--- src/rtl/scc_pkg.sv ---
package scc_pkg;
  localparam int PIN_CLK  = 0;
  localparam int PIN_RST  = 1;
  localparam int PIN_PGM  = 2;
  localparam int PIN_IO   = 3;
  localparam int NUM_PINS = 4;
  localparam int NUM_KEYS = 3;

  // power-on content of the array
  function automatic logic init_bit(input logic [31:0] a);
    return a[0] ^ a[2];
  endfunction
endpackage

--- src/rtl/scc_pin_sync.sv ---
module scc_pin_sync #(
  parameter int            N       = 4,
  parameter logic [N-1:0]  RST_VAL = '0
) (
  input  logic         clk_i,
  input  logic         rst_ni,
  input  logic [N-1:0] pin_i,
  output logic [N-1:0] lvl_o
);
  for (genvar g = 0; g < N; g++) begin : g_pin
    logic ff1_q, ff2_q;
    always_ff @(posedge clk_i or negedge rst_ni) begin
      if (!rst_ni) begin
        ff1_q <= RST_VAL[g];
        ff2_q <= RST_VAL[g];
      end else begin
        ff1_q <= pin_i[g];
        ff2_q <= ff1_q;
      end
    end
    assign lvl_o[g] = ff2_q;
  end
endmodule

--- src/rtl/scc_addr_ctr.sv ---
module scc_addr_ctr #(
  parameter int NUM_BITS = 1600,
  localparam int AW = $clog2(NUM_BITS)
) (
  input  logic          clk_i,
  input  logic          rst_ni,
  input  logic          clr_i,
  input  logic          adv_i,
  output logic [AW-1:0] addr_o
);
  localparam logic [AW-1:0] LAST = AW'(NUM_BITS - 1);
  logic [AW-1:0] addr_q;

  always_ff @(posedge clk_i or negedge rst_ni) begin
    if (!rst_ni)     addr_q <= '0;
    else if (clr_i)  addr_q <= '0;
    else if (adv_i)  addr_q <= (addr_q == LAST) ? '0 : addr_q + 1'b1;
  end
  assign addr_o = addr_q;

  AST_ADDR_WRAP: assert property (@(posedge clk_i) disable iff (!rst_ni) (adv_i && !clr_i && addr_q == LAST) |=> addr_q == '0);
  AST_ADDR_HOLD: assert property (@(posedge clk_i) disable iff (!rst_ni) (!adv_i && !clr_i) |=> $stable(addr_q));
endmodule

--- src/rtl/scc_prog_timer.sv ---
module scc_prog_timer #(
  parameter int PROG_CYCLES = 400000,
  localparam int CW = $clog2(PROG_CYCLES + 1)
) (
  input  logic clk_i,
  input  logic rst_ni,
  input  logic start_i,
  input  logic mode_i,
  input  logic fall_i,
  input  logic cancel_i,
  output logic busy_o,
  output logic erase_o,
  output logic ripe_o
);
  localparam logic [CW-1:0] LIMIT = CW'(PROG_CYCLES);
  logic [CW-1:0] cnt_q;
  logic          busy_q, erase_q;

  always_ff @(posedge clk_i or negedge rst_ni) begin
    if (!rst_ni) begin
      busy_q  <= 1'b0;
      erase_q <= 1'b0;
      cnt_q   <= '0;
    end else if (cancel_i) begin
      busy_q <= 1'b0;
    end else if (start_i) begin
      busy_q  <= 1'b1;
      erase_q <= mode_i;
      cnt_q   <= '0;
    end else if (fall_i) begin
      busy_q <= 1'b0;
    end else if (busy_q && cnt_q != LIMIT) begin
      cnt_q <= cnt_q + 1'b1;
    end
  end

  assign busy_o  = busy_q;
  assign erase_o = erase_q;
  assign ripe_o  = busy_q && (cnt_q == LIMIT);

  AST_RIPE_AFTER_BUSY: assert property (@(posedge clk_i) disable iff (!rst_ni) ripe_o |-> $past(busy_q));
endmodule

--- src/rtl/scc_bit_mem.sv ---
module scc_bit_mem #(
  parameter int NUM_BITS = 1600,
  localparam int AW = $clog2(NUM_BITS)
) (
  input  logic          clk_i,
  input  logic          rst_ni,
  input  logic          we_i,
  input  logic [AW-1:0] waddr_i,
  input  logic          wdata_i,
  input  logic [AW-1:0] raddr_a_i,
  input  logic [AW-1:0] raddr_b_i,
  output logic          rdata_a_o,
  output logic          rdata_b_o
);
  logic mem_q [NUM_BITS];

  always_ff @(posedge clk_i or negedge rst_ni) begin
    if (!rst_ni) begin
      for (int i = 0; i < NUM_BITS; i++) mem_q[i] <= scc_pkg::init_bit(32'(i));
    end else if (we_i) begin
      mem_q[waddr_i] <= wdata_i;
    end
  end

  always_ff @(posedge clk_i or negedge rst_ni) begin
    if (!rst_ni) begin
      rdata_a_o <= 1'b0;
      rdata_b_o <= 1'b0;
    end else begin
      rdata_a_o <= mem_q[raddr_a_i];
      rdata_b_o <= mem_q[raddr_b_i];
    end
  end
endmodule

--- src/rtl/scc_card_ctrl.sv ---
module scc_card_ctrl #(
  parameter int unsigned NUM_BITS    = 1600,
  parameter int unsigned PROG_CYCLES = 400000,
  parameter int unsigned SC_LO = 80,   parameter int unsigned SC_HI = 95,
  parameter int unsigned K0_LO = 96,   parameter int unsigned K0_HI = 127,
  parameter int unsigned K1_LO = 128,  parameter int unsigned K1_HI = 159,
  parameter int unsigned K2_LO = 160,  parameter int unsigned K2_HI = 191,
  parameter int unsigned Z0_LO = 512,  parameter int unsigned Z0_HI = 799,
  parameter int unsigned Z1_LO = 800,  parameter int unsigned Z1_HI = 1087,
  parameter int unsigned Z2_LO = 1088, parameter int unsigned Z2_HI = 1375
) (
  input  logic clk_i,
  input  logic rst_ni,
  input  logic card_clk_i,
  input  logic card_rst_i,
  input  logic card_pgm_i,
  input  logic io_di_i,
  output logic io_do_o,
  output logic io_oe_o
);
  import scc_pkg::*;

  localparam int AW = $clog2(NUM_BITS);
  localparam int unsigned KEY_LO  [NUM_KEYS] = '{K0_LO, K1_LO, K2_LO};
  localparam int unsigned KEY_HI  [NUM_KEYS] = '{K0_HI, K1_HI, K2_HI};
  localparam int unsigned ZONE_LO [NUM_KEYS] = '{Z0_LO, Z1_LO, Z2_LO};
  localparam int unsigned ZONE_HI [NUM_KEYS] = '{Z0_HI, Z1_HI, Z2_HI};

  function automatic logic in_rng(input logic [AW-1:0] a, input int unsigned lo, input int unsigned hi);
    return (32'(a) >= lo) && (32'(a) <= hi);
  endfunction

  // pin synchronisation
  logic [NUM_PINS-1:0] pin_raw, pin_lvl;
  assign pin_raw[PIN_CLK] = card_clk_i;
  assign pin_raw[PIN_RST] = card_rst_i;
  assign pin_raw[PIN_PGM] = card_pgm_i;
  assign pin_raw[PIN_IO]  = io_di_i;

  scc_pin_sync #(.N(NUM_PINS), .RST_VAL(NUM_PINS'(1) << PIN_IO)) u_sync (
    .clk_i (clk_i),
    .rst_ni(rst_ni),
    .pin_i (pin_raw),
    .lvl_o (pin_lvl)
  );

  logic clk_lvl, rst_lvl, pgm_lvl, io_lvl, clk_prev_q;
  assign clk_lvl = pin_lvl[PIN_CLK];
  assign rst_lvl = pin_lvl[PIN_RST];
  assign pgm_lvl = pin_lvl[PIN_PGM];
  assign io_lvl  = pin_lvl[PIN_IO];

  always_ff @(posedge clk_i or negedge rst_ni) begin
    if (!rst_ni) clk_prev_q <= 1'b0;
    else         clk_prev_q <= clk_lvl;
  end

  logic clk_rise, clk_fall, clr, adv;
  assign clk_rise = clk_lvl & ~clk_prev_q;
  assign clk_fall = ~clk_lvl & clk_prev_q;
  assign clr      = rst_lvl & ~clk_lvl;
  assign adv      = clk_fall & ~rst_lvl & ~pgm_lvl;

  // address counter
  logic [AW-1:0] addr;
  scc_addr_ctr #(.NUM_BITS(NUM_BITS)) u_addr (
    .clk_i (clk_i),
    .rst_ni(rst_ni),
    .clr_i (clr),
    .adv_i (adv),
    .addr_o(addr)
  );

  // field decode
  logic sc_hit, cmp_field, pre_field;
  logic [NUM_KEYS-1:0] key_hit, key_pre, zone_hit;
  assign sc_hit = in_rng(addr, SC_LO, SC_HI);
  for (genvar k = 0; k < NUM_KEYS; k++) begin : g_dec
    assign key_hit[k]  = in_rng(addr, KEY_LO[k], KEY_HI[k]);
    assign key_pre[k]  = (32'(addr) + 32'd1) == KEY_LO[k];
    assign zone_hit[k] = in_rng(addr, ZONE_LO[k], ZONE_HI[k]);
  end
  assign cmp_field = sc_hit | (|key_hit);
  assign pre_field = ((32'(addr) + 32'd1) == SC_LO) | (|key_pre);

  // compare pipeline: latch on one falling edge, check on the next
  logic          cmp_pend_q, cmp_val_q, cmp_rd, rd_q, do_cmp, cmp_match;
  logic [AW-1:0] cmp_addr_q;

  always_ff @(posedge clk_i or negedge rst_ni) begin
    if (!rst_ni) begin
      cmp_pend_q <= 1'b0;
      cmp_val_q  <= 1'b0;
      cmp_addr_q <= '0;
    end else if (clr) begin
      cmp_pend_q <= 1'b0;
    end else if (clk_fall && !rst_lvl) begin
      cmp_pend_q <= adv & cmp_field;
      if (adv && cmp_field) begin
        cmp_val_q  <= io_lvl;
        cmp_addr_q <= addr;
      end
    end
  end

  assign do_cmp    = clk_fall & ~rst_lvl & cmp_pend_q;
  assign cmp_match = (cmp_val_q == cmp_rd);

  logic sc_fail_q;
  always_ff @(posedge clk_i or negedge rst_ni) begin
    if (!rst_ni)                                                  sc_fail_q <= 1'b0;
    else if (clr)                                                 sc_fail_q <= 1'b0;
    else if (do_cmp && in_rng(cmp_addr_q, SC_LO, SC_HI) && !cmp_match) sc_fail_q <= 1'b1;
  end

  logic [NUM_KEYS-1:0] eflag_q, run_q;
  for (genvar k = 0; k < NUM_KEYS; k++) begin : g_key
    logic first, last, ok_now;
    assign first  = 32'(cmp_addr_q) == KEY_LO[k];
    assign last   = 32'(cmp_addr_q) == KEY_HI[k];
    assign ok_now = cmp_match & (first | run_q[k]);

    always_ff @(posedge clk_i or negedge rst_ni) begin
      if (!rst_ni) begin
        run_q[k]   <= 1'b0;
        eflag_q[k] <= 1'b0;
      end else if (clr) begin
        run_q[k]   <= 1'b0;
        eflag_q[k] <= 1'b0;
      end else if (do_cmp && in_rng(cmp_addr_q, KEY_LO[k], KEY_HI[k])) begin
        run_q[k] <= ok_now;
        if (last && ok_now) eflag_q[k] <= 1'b1;
      end
    end

    AST_FLAG_FROM_CMP: assert property (@(posedge clk_i) disable iff (!rst_ni) $rose(eflag_q[k]) |-> $past(do_cmp));
  end

  // erase / write sequencing
  logic prog_start, prog_busy, prog_erase, prog_ripe, prog_ok, mem_we, shown_q;
  assign prog_start = clk_rise & pgm_lvl & ~rst_lvl;

  scc_prog_timer #(.PROG_CYCLES(PROG_CYCLES)) u_timer (
    .clk_i   (clk_i),
    .rst_ni  (rst_ni),
    .start_i (prog_start),
    .mode_i  (io_lvl),
    .fall_i  (clk_fall),
    .cancel_i(rst_lvl),
    .busy_o  (prog_busy),
    .erase_o (prog_erase),
    .ripe_o  (prog_ripe)
  );

  assign prog_ok = ~sc_fail_q & (~prog_erase | ~(|(zone_hit & ~eflag_q)));
  assign mem_we  = clk_fall & ~rst_lvl & prog_ripe & prog_ok;

  // after a programming fall the result is shown while PGM stays high
  always_ff @(posedge clk_i or negedge rst_ni) begin
    if (!rst_ni)                     shown_q <= 1'b0;
    else if (!pgm_lvl || prog_start) shown_q <= 1'b0;
    else if (clk_fall)               shown_q <= 1'b1;
  end

  scc_bit_mem #(.NUM_BITS(NUM_BITS)) u_mem (
    .clk_i    (clk_i),
    .rst_ni   (rst_ni),
    .we_i     (mem_we),
    .waddr_i  (addr),
    .wdata_i  (prog_erase),
    .raddr_a_i(addr),
    .raddr_b_i(cmp_addr_q),
    .rdata_a_o(rd_q),
    .rdata_b_o(cmp_rd)
  );

  // open-drain line control
  assign io_oe_o = ~rst_lvl & ~sc_fail_q & ~cmp_field & ~prog_busy
                 & (~pgm_lvl | shown_q) & ~(clk_lvl & pre_field);
  assign io_do_o = rd_q;

  AST_STANDBY_HOLD: assert property (@(posedge clk_i) disable iff (!rst_ni) rst_lvl |=> (addr == '0 || $stable(addr)));
  AST_RESET_CLEARS: assert property (@(posedge clk_i) disable iff (!rst_ni) clr |=> (eflag_q == '0 && !sc_fail_q));
  AST_PRE_RELEASE:  assert property (@(posedge clk_i) disable iff (!rst_ni) (clk_lvl && pre_field) |-> !io_oe_o);
  AST_FIELD_QUIET:  assert property (@(posedge clk_i) disable iff (!rst_ni) cmp_field |-> !io_oe_o);
  AST_FAIL_STICKY:  assert property (@(posedge clk_i) disable iff (!rst_ni) (sc_fail_q && !clr) |=> sc_fail_q);
  AST_WRITE_ON_FALL: assert property (@(posedge clk_i) disable iff (!rst_ni) mem_we |-> $past(clk_lvl));
endmodule

--- config.mk ---
export PLATFORM = sky130hd
export DESIGN_NAME = scc_card_ctrl
export DESIGN_NICKNAME = d
export VERILOG_FILES = /design/src/rtl/scc_pkg.sv /design/src/rtl/scc_pin_sync.sv /design/src/rtl/scc_addr_ctr.sv /design/src/rtl/scc_prog_timer.sv /design/src/rtl/scc_bit_mem.sv /design/src/rtl/scc_card_ctrl.sv
export SDC_FILE = /design/constraint.sdc
export NUM_CORES = 2
export LEC_CHECK = 0
export BUFFER_PORTS_ARGS = -buffer_cell sky130_fd_sc_hd__buf_2
export CORE_UTILIZATION = 45
export DETAILED_ROUTE_END_ITERATION = 10
export PLACE_DENSITY = 0.66
export SLEW_MARGIN = 5
export SYNTH_ARGS = -nofsm -noshare
export SYNTH_HDL_FRONTEND = slang
export SYNTH_SLANG_ARGS = --single-unit
--- constraint.sdc ---
create_clock -name clk_i -period 2.8 [get_ports clk_i]
set_input_delay 0.42 -clock clk_i [delete_from_list [all_inputs] [get_ports clk_i]]
set_output_delay 0.42 -clock clk_i [all_outputs]
set_load 0.01 [all_outputs]
==> impl_metrics.prom <==
# TYPE chip_impl_metric gauge
chip_impl_metric{name="detail-route-antenna-nets",unit=""} 0
chip_impl_metric{name="worst_slew_margin_rel",unit="%"} 18.8
chip_impl_info{name="crit_path_frequent_cell",value="sky130_fd_sc_hd__buf_12"} 1
chip_impl_metric{name="multiInputGateArea",unit="mm^2"} 0.0527
chip_impl_metric{name="max_freq",unit="GHz"} 0.288
chip_impl_info{name="yosys_most_used_dff",value="sky130_fd_sc_hd__dfrtp_1"} 1
chip_impl_metric{name="totalPowerFinal",unit="W"} 0.0534
chip_impl_metric{name="cellLeakagePower",unit="nW"} 48.4
chip_impl_metric{name="dr.first_iter.drc_count",unit=""} 11500
chip_impl_metric{name="power.switching",unit="W"} 0.0137
chip_impl_metric{name="number_of_max_slew_violations_in_the_final_report",unit=""} 0
chip_impl_info{name="worst_setup_path_end_kind",value="flop"} 1
chip_impl_metric{name="seq_area",unit="mm^2"} 0.0427
chip_impl_metric{name="clk_transition_reported_paths",unit="ns"} 0.07
chip_impl_metric{name="numClockSinks",unit=""} 1664
chip_impl_metric{name="tritoncts.num_buffers",unit=""} 183
chip_impl_metric{name="seq_power_share",unit="%"} 45.3
chip_impl_metric{name="fin_worst_hold_slack",unit="ns"} 0.156
chip_impl_info{name="cp_cell_sequence",value="buf_12 -> buf_16 -> buf_8 -> buf_12 -> buf_12 -> mux4_2 -> a22oi_2 -> nand4_1 -> buf_4 -> mux4_2 -> o211ai_1 -> nand4_1 -> a221o_1"} 1
chip_impl_info{name="clock_tree_from_tritoncts",value="yes"} 1
chip_impl_metric{name="floorplan.rows",unit=""} 171
chip_impl_metric{name="dpl.hpwl",unit="um"} 244000
chip_impl_metric{name="critical_path_arrival",unit="ns"} 4.20
chip_impl_metric{name="gpl.final_weighted_congestion",unit=""} 0.960
chip_impl_metric{name="skew",unit="ns"} 0.0362
chip_impl_metric{name="vias",unit=""} 79800
chip_impl_metric{name="io_pins",unit=""} 8
chip_impl_metric{name="syn_area",unit="mm^2"} 0.0984
chip_impl_metric{name="netlist_instances",unit=""} 7910
chip_impl_metric{name="hold_vio_cnt_final",unit=""} 0
chip_impl_metric{name="drt_drc_violations_left",unit=""} 0
chip_impl_metric{name="report.final.setup_viol",unit=""} 1607
chip_impl_metric{name="layout_worst_path_cycle_share",unit="%"} 124
chip_impl_metric{name="floorplan.die_area",unit="mm^2"} 0.221
chip_impl_metric{name="synthArstFlopShare",unit="%"} 100
chip_impl_info{name="worst_setup_start_kind",value="flop"} 1
chip_impl_metric{name="vias_in_the_first_global_route",unit=""} 79600
chip_impl_metric{name="numPlacedInstances",unit=""} 10900
chip_impl_metric{name="worst_slew_pin_slew",unit="ns"} 1.21
chip_impl_metric{name="routed_via_density",unit=""} 6.98
chip_impl_metric{name="setup.reg_to_reg.worst_slack",unit="ns"} -0.67
chip_impl_metric{name="synth.lib_cells_used.distinct",unit=""} 77
chip_impl_metric{name="synth-seq-cells",unit=""} 1664
chip_impl_metric{name="clockBufferDepth",unit=""} 3
chip_impl_metric{name="core_area",unit="mm^2"} 0.217
chip_impl_info{name="violated_checks",value="negative setup slack"} 1
chip_impl_metric{name="max_cap_violations",unit=""} 0
chip_impl_metric{name="clk_latency",unit="ns"} 0.86
chip_impl_metric{name="final_core_utilization",unit="%"} 55.3
chip_impl_metric{name="syn_area_per_cell",unit="um^2"} 12.4
chip_impl_metric{name="cp_max_fo",unit=""} 8
chip_impl_metric{name="synth_seq_area_share",unit="%"} 43.3
chip_impl_info{name="reg2reg_from",value="u_addr.addr_o[0]$_DFFE_PN0P_"} 1
chip_impl_metric{name="avgRoutedWirePerCell",unit="um"} 34.1
chip_impl_info{name="cts.root.buffer_cell",value="sky130_fd_sc_hd__clkbuf_16"} 1
chip_impl_info{name="crit_slowest_cell",value="sky130_fd_sc_hd__mux4_2"} 1
chip_impl_metric{name="yosys_warnings",unit=""} 0
chip_impl_metric{name="syn_to_final_growth",unit="%"} 22.0
chip_impl_metric{name="die-height",unit="um"} 470
chip_impl_metric{name="fin_crit",unit="ns"} 3.47
chip_impl_metric{name="number_of_synthesized_flops_with_an_enable_pin",unit=""} 0
chip_impl_metric{name="finalNetCount",unit=""} 8434
chip_impl_info{name="min_path_type",value="in2async"} 1
chip_impl_metric{name="grt_first_pass_wirelength",unit="um"} 566000
chip_impl_metric{name="fillCellCount",unit=""} 17400
chip_impl_info{name="regToRegEndpoint",value="u_mem.rdata_a_o$_DFF_PN0_"} 1
chip_impl_metric{name="final_cell_count_no_fill",unit=""} 11400
chip_impl_metric{name="grt_antenna_before_repair",unit=""} 21
chip_impl_metric{name="power_per_cell_area",unit="mW/mm^2"} 445
chip_impl_metric{name="cts_htree_levels",unit=""} 4
chip_impl_metric{name="timing.critical_path.required",unit="ns"} 3.53
chip_impl_info{name="commonest_cells_after_routing_fill_and_taps_aside",value="1293 x sky130_fd_sc_hd__nand3_1, 996 x sky130_fd_sc_hd__mux2_1, 849 x sky130_fd_sc_hd__dfrtp_1, 840 x sky130_fd_sc_hd__buf_4, 802 x sky130_fd_sc_hd__dfstp_2"} 1
chip_impl_metric{name="die_w",unit="um"} 470
chip_impl_metric{name="ff2ff_path_depth",unit=""} 13
chip_impl_metric{name="intPower",unit="W"} 0.0396
chip_impl_metric{name="buffer_ports.inserted",unit=""} 7
chip_impl_info{name="layout_commonest_cell",value="sky130_fd_sc_hd__nand3_1"} 1
chip_impl_metric{name="firstDrtPassIters",unit=""} 8
chip_impl_info{name="rsz_0062_raised_after_global_routing",value="true"} 1
chip_impl_metric{name="switching_share",unit="%"} 25.7
chip_impl_info{name="critical-path-top-delay-family",value="multiplexers"} 1
chip_impl_metric{name="critical_path_buf_inv_count",unit=""} 6
chip_impl_metric{name="overflow",unit=""} 0
chip_impl_metric{name="worst_setup_slack_final",unit="ns"} -0.670
chip_impl_metric{name="power_frac_comb",unit="%"} 7.3
chip_impl_info{name="outcome",value="finished, violations left"} 1
chip_impl_metric{name="clkPwrFrac",unit="%"} 47.4
chip_impl_info{name="timing_worst_setup_path_type",value="reg2reg"} 1
chip_impl_metric{name="drive_above_1_share",unit="%"} 46.1
chip_impl_metric{name="detail_route.wirelength",unit="um"} 390000
chip_impl_metric{name="initial_core_utilization",unit="%"} 45.3
chip_impl_metric{name="grt_max_degree",unit=""} 232
chip_impl_metric{name="cp_slowest_stage_delay",unit="ns"} 0.54
chip_impl_metric{name="syn_nets",unit=""} 7922
chip_impl_metric{name="vdd_ir_drop_max",unit="mV"} 0.651
chip_impl_metric{name="gr-usage-all-layers",unit="%"} 34.8
registers in the layout, summed over array words and instances, names as in the netlist, 3 cells and up:
signal / cells
u_mem.mem_q: 1600
u_timer.cnt_q: 19
cmp_addr_q: 11
u_addr.addr_o: 11
u_sync.g_pin.ff1_q: 4
u_sync.g_pin.ff2_q: 4
eflag_q: 3
run_q: 3
worst max path at each step:
| stage | start | endpoint | depth (start not counted) |
|---|---|---|---|
| 6_report | u_addr.addr_o[0]$_DFFE_PN0P_ | u_mem.rdata_a_o$_DFF_PN0_ | 13 |
| 5_1_grt | u_addr.addr_o[0]$_DFFE_PN0P_ | u_mem.rdata_a_o$_DFF_PN0_ | 12 |
| 4_1_cts | u_addr.addr_o[0]$_DFFE_PN0P_ | io_oe_o | 12 |
| 2_1_floorplan | u_addr.addr_o[0]$_DFFE_PN0P_ | u_mem.rdata_a_o$_DFF_PN0_ | 10 |
| 3_5_place_dp | u_addr.addr_o[0]$_DFFE_PN0P_ | u_mem.rdata_a_o$_DFF_PN0_ | 11 |
| 3_3_place_gp | u_addr.addr_o[0]$_DFFE_PN0P_ | u_mem.rdata_a_o$_DFF_PN0_ | 11 |
cell type report:
class	instances	share of cell area [%]
well taps	2854	2.97
inverters	19	0.0625
flip-flops and latches	1664	35.5
diodes	10	0.0208
repair buffers	1258	12.3
clock inverters	66	0.670
clock buffers	276	4.51
multi-input cells	5296	43.9
worst register-to-register path: cells and delay by family (launching register included):
kind / cells / cell delay (ns)
AOI/OAI and AO/OA: 3 / 0.62
muxes: 2 / 0.99
buffers and inverters: 6 / 0.93
DFF: 1 / 0.53
and+or+nand+nor: 2 / 0.26
timing repair:
| item | 4_1_cts | 5_1_grt |
|---|---|---|
| setup buffers | 88 | 48 |
| hold buffers | 5 | 0 |
| setup endpoints to repair | 1606 | 1607 |
| pin swaps | 49 | 49 |
| gates cloned | 35 | 6 |
| endpoints found under the hold margin | 234 | 0 |
| resized for setup | 206 | 117 |
synth_stat cells, types with 6 or more instances:
master / n / share of area [%]
sky130_fd_sc_hd__o311ai_0: 7 / 0.062
sky130_fd_sc_hd__o211ai_1: 14 / 0.11
sky130_fd_sc_hd__nor3_1: 38 / 0.19
sky130_fd_sc_hd__inv_1: 14 / 0.053
sky130_fd_sc_hd__or2_2: 6 / 0.038
sky130_fd_sc_hd__a21oi_1: 52 / 0.26
sky130_fd_sc_hd__and3_1: 9 / 0.057
sky130_fd_sc_hd__nand2_1: 151 / 0.58
sky130_fd_sc_hd__and2_1: 30 / 0.19
sky130_fd_sc_hd__nor4_1: 14 / 0.089
sky130_fd_sc_hd__buf_6: 23 / 0.26
sky130_fd_sc_hd__dfrtp_1: 862 / 22
sky130_fd_sc_hd__mux2i_1: 166 / 1.7
sky130_fd_sc_hd__mux2_2: 621 / 7.1
sky130_fd_sc_hd__o22ai_1: 12 / 0.076
sky130_fd_sc_hd__o31ai_1: 8 / 0.061
sky130_fd_sc_hd__mux4_2: 754 / 17
sky130_fd_sc_hd__ha_1: 6 / 0.076
sky130_fd_sc_hd__nor2b_1: 22 / 0.14
sky130_fd_sc_hd__a221oi_1: 53 / 0.47
sky130_fd_sc_hd__nor2_1: 485 / 1.8
sky130_fd_sc_hd__a211oi_1: 13 / 0.099
sky130_fd_sc_hd__buf_4: 53 / 0.40
sky130_fd_sc_hd__a221o_1: 10 / 0.10
sky130_fd_sc_hd__nand2b_1: 19 / 0.12
sky130_fd_sc_hd__a311oi_1: 6 / 0.053
sky130_fd_sc_hd__nor3b_1: 6 / 0.046
sky130_fd_sc_hd__buf_1: 147 / 0.56
sky130_fd_sc_hd__a31oi_1: 17 / 0.11
sky130_fd_sc_hd__xor2_1: 13 / 0.12
sky130_fd_sc_hd__a22o_1: 14 / 0.12
sky130_fd_sc_hd__o2111ai_1: 6 / 0.053
sky130_fd_sc_hd__nand4_1: 60 / 0.38
sky130_fd_sc_hd__xnor2_1: 6 / 0.053
sky130_fd_sc_hd__or3_1: 9 / 0.057
sky130_fd_sc_hd__dfstp_2: 802 / 21
sky130_fd_sc_hd__buf_2: 197 / 1.0
sky130_fd_sc_hd__mux2_1: 997 / 11
sky130_fd_sc_hd__o21ai_0: 60 / 0.31
sky130_fd_sc_hd__clkbuf_1: 508 / 1.9
sky130_fd_sc_hd__a41oi_1: 13 / 0.12
sky130_fd_sc_hd__a22oi_1: 243 / 1.9
sky130_fd_sc_hd__nand3_1: 1300 / 6.6
routing by layer:
layer / vias to the layer above / GRT usage, % / share of wire (%)
met5: - / 0.108 / 0.029
met4: 18 / 22.6 / 7.4
met3: 1506 / 11.0 / 13
met2: 5580 / 49.7 / 43
met1: 41600 / 45.5 / 37
li1: 31100 / - / -
cells by family (layout without fill, tap and decap cells):
group,after synthesis,after routing,synth area share [%]
multiplexers,2538,2538,37.4
flip-flops,1664,1664,43.3
AO/OA/AOI/OAI,560,560,4.16
other,0,10,0
XOR/XNOR,19,19,0.169
adder cells (fa/ha/maj),6,6,0.0763
buffers and inverters,950,1619,4.27
AND/OR/NAND/NOR,2173,2173,10.6
per-stage QoR:
stage | instance area, um^2 | TNS (ns) | setup WS (ns)
final | 120000 | -691.23 | -0.670
after global routing | 120000 | -807.35 | -0.689
after CTS | 119000 | -606.42 | -0.659
after detailed placement | 110000 | -511.60 | -0.956
after global placement | 110000 | -505.81 | -1.03
after floorplan | 98500 | -0.119 | -0.0953
power groups by stage:
| stage | registers, W | clock network (W) | logic [W] |
|---|---|---|---|
| 2_1_floorplan | 0.0245 | 0 | 0.00192 |
| 3_3_place_gp | 0.0246 | 0 | 0.00352 |
| 3_5_place_dp | 0.0246 | 0 | 0.00358 |
| 4_1_cts | 0.0242 | 0.0254 | 0.00371 |
| 5_1_grt | 0.0242 | 0.0264 | 0.00409 |
| 6_report | 0.0242 | 0.0253 | 0.00388 |
No activity file was read; power rests on OpenSTA's default activity.
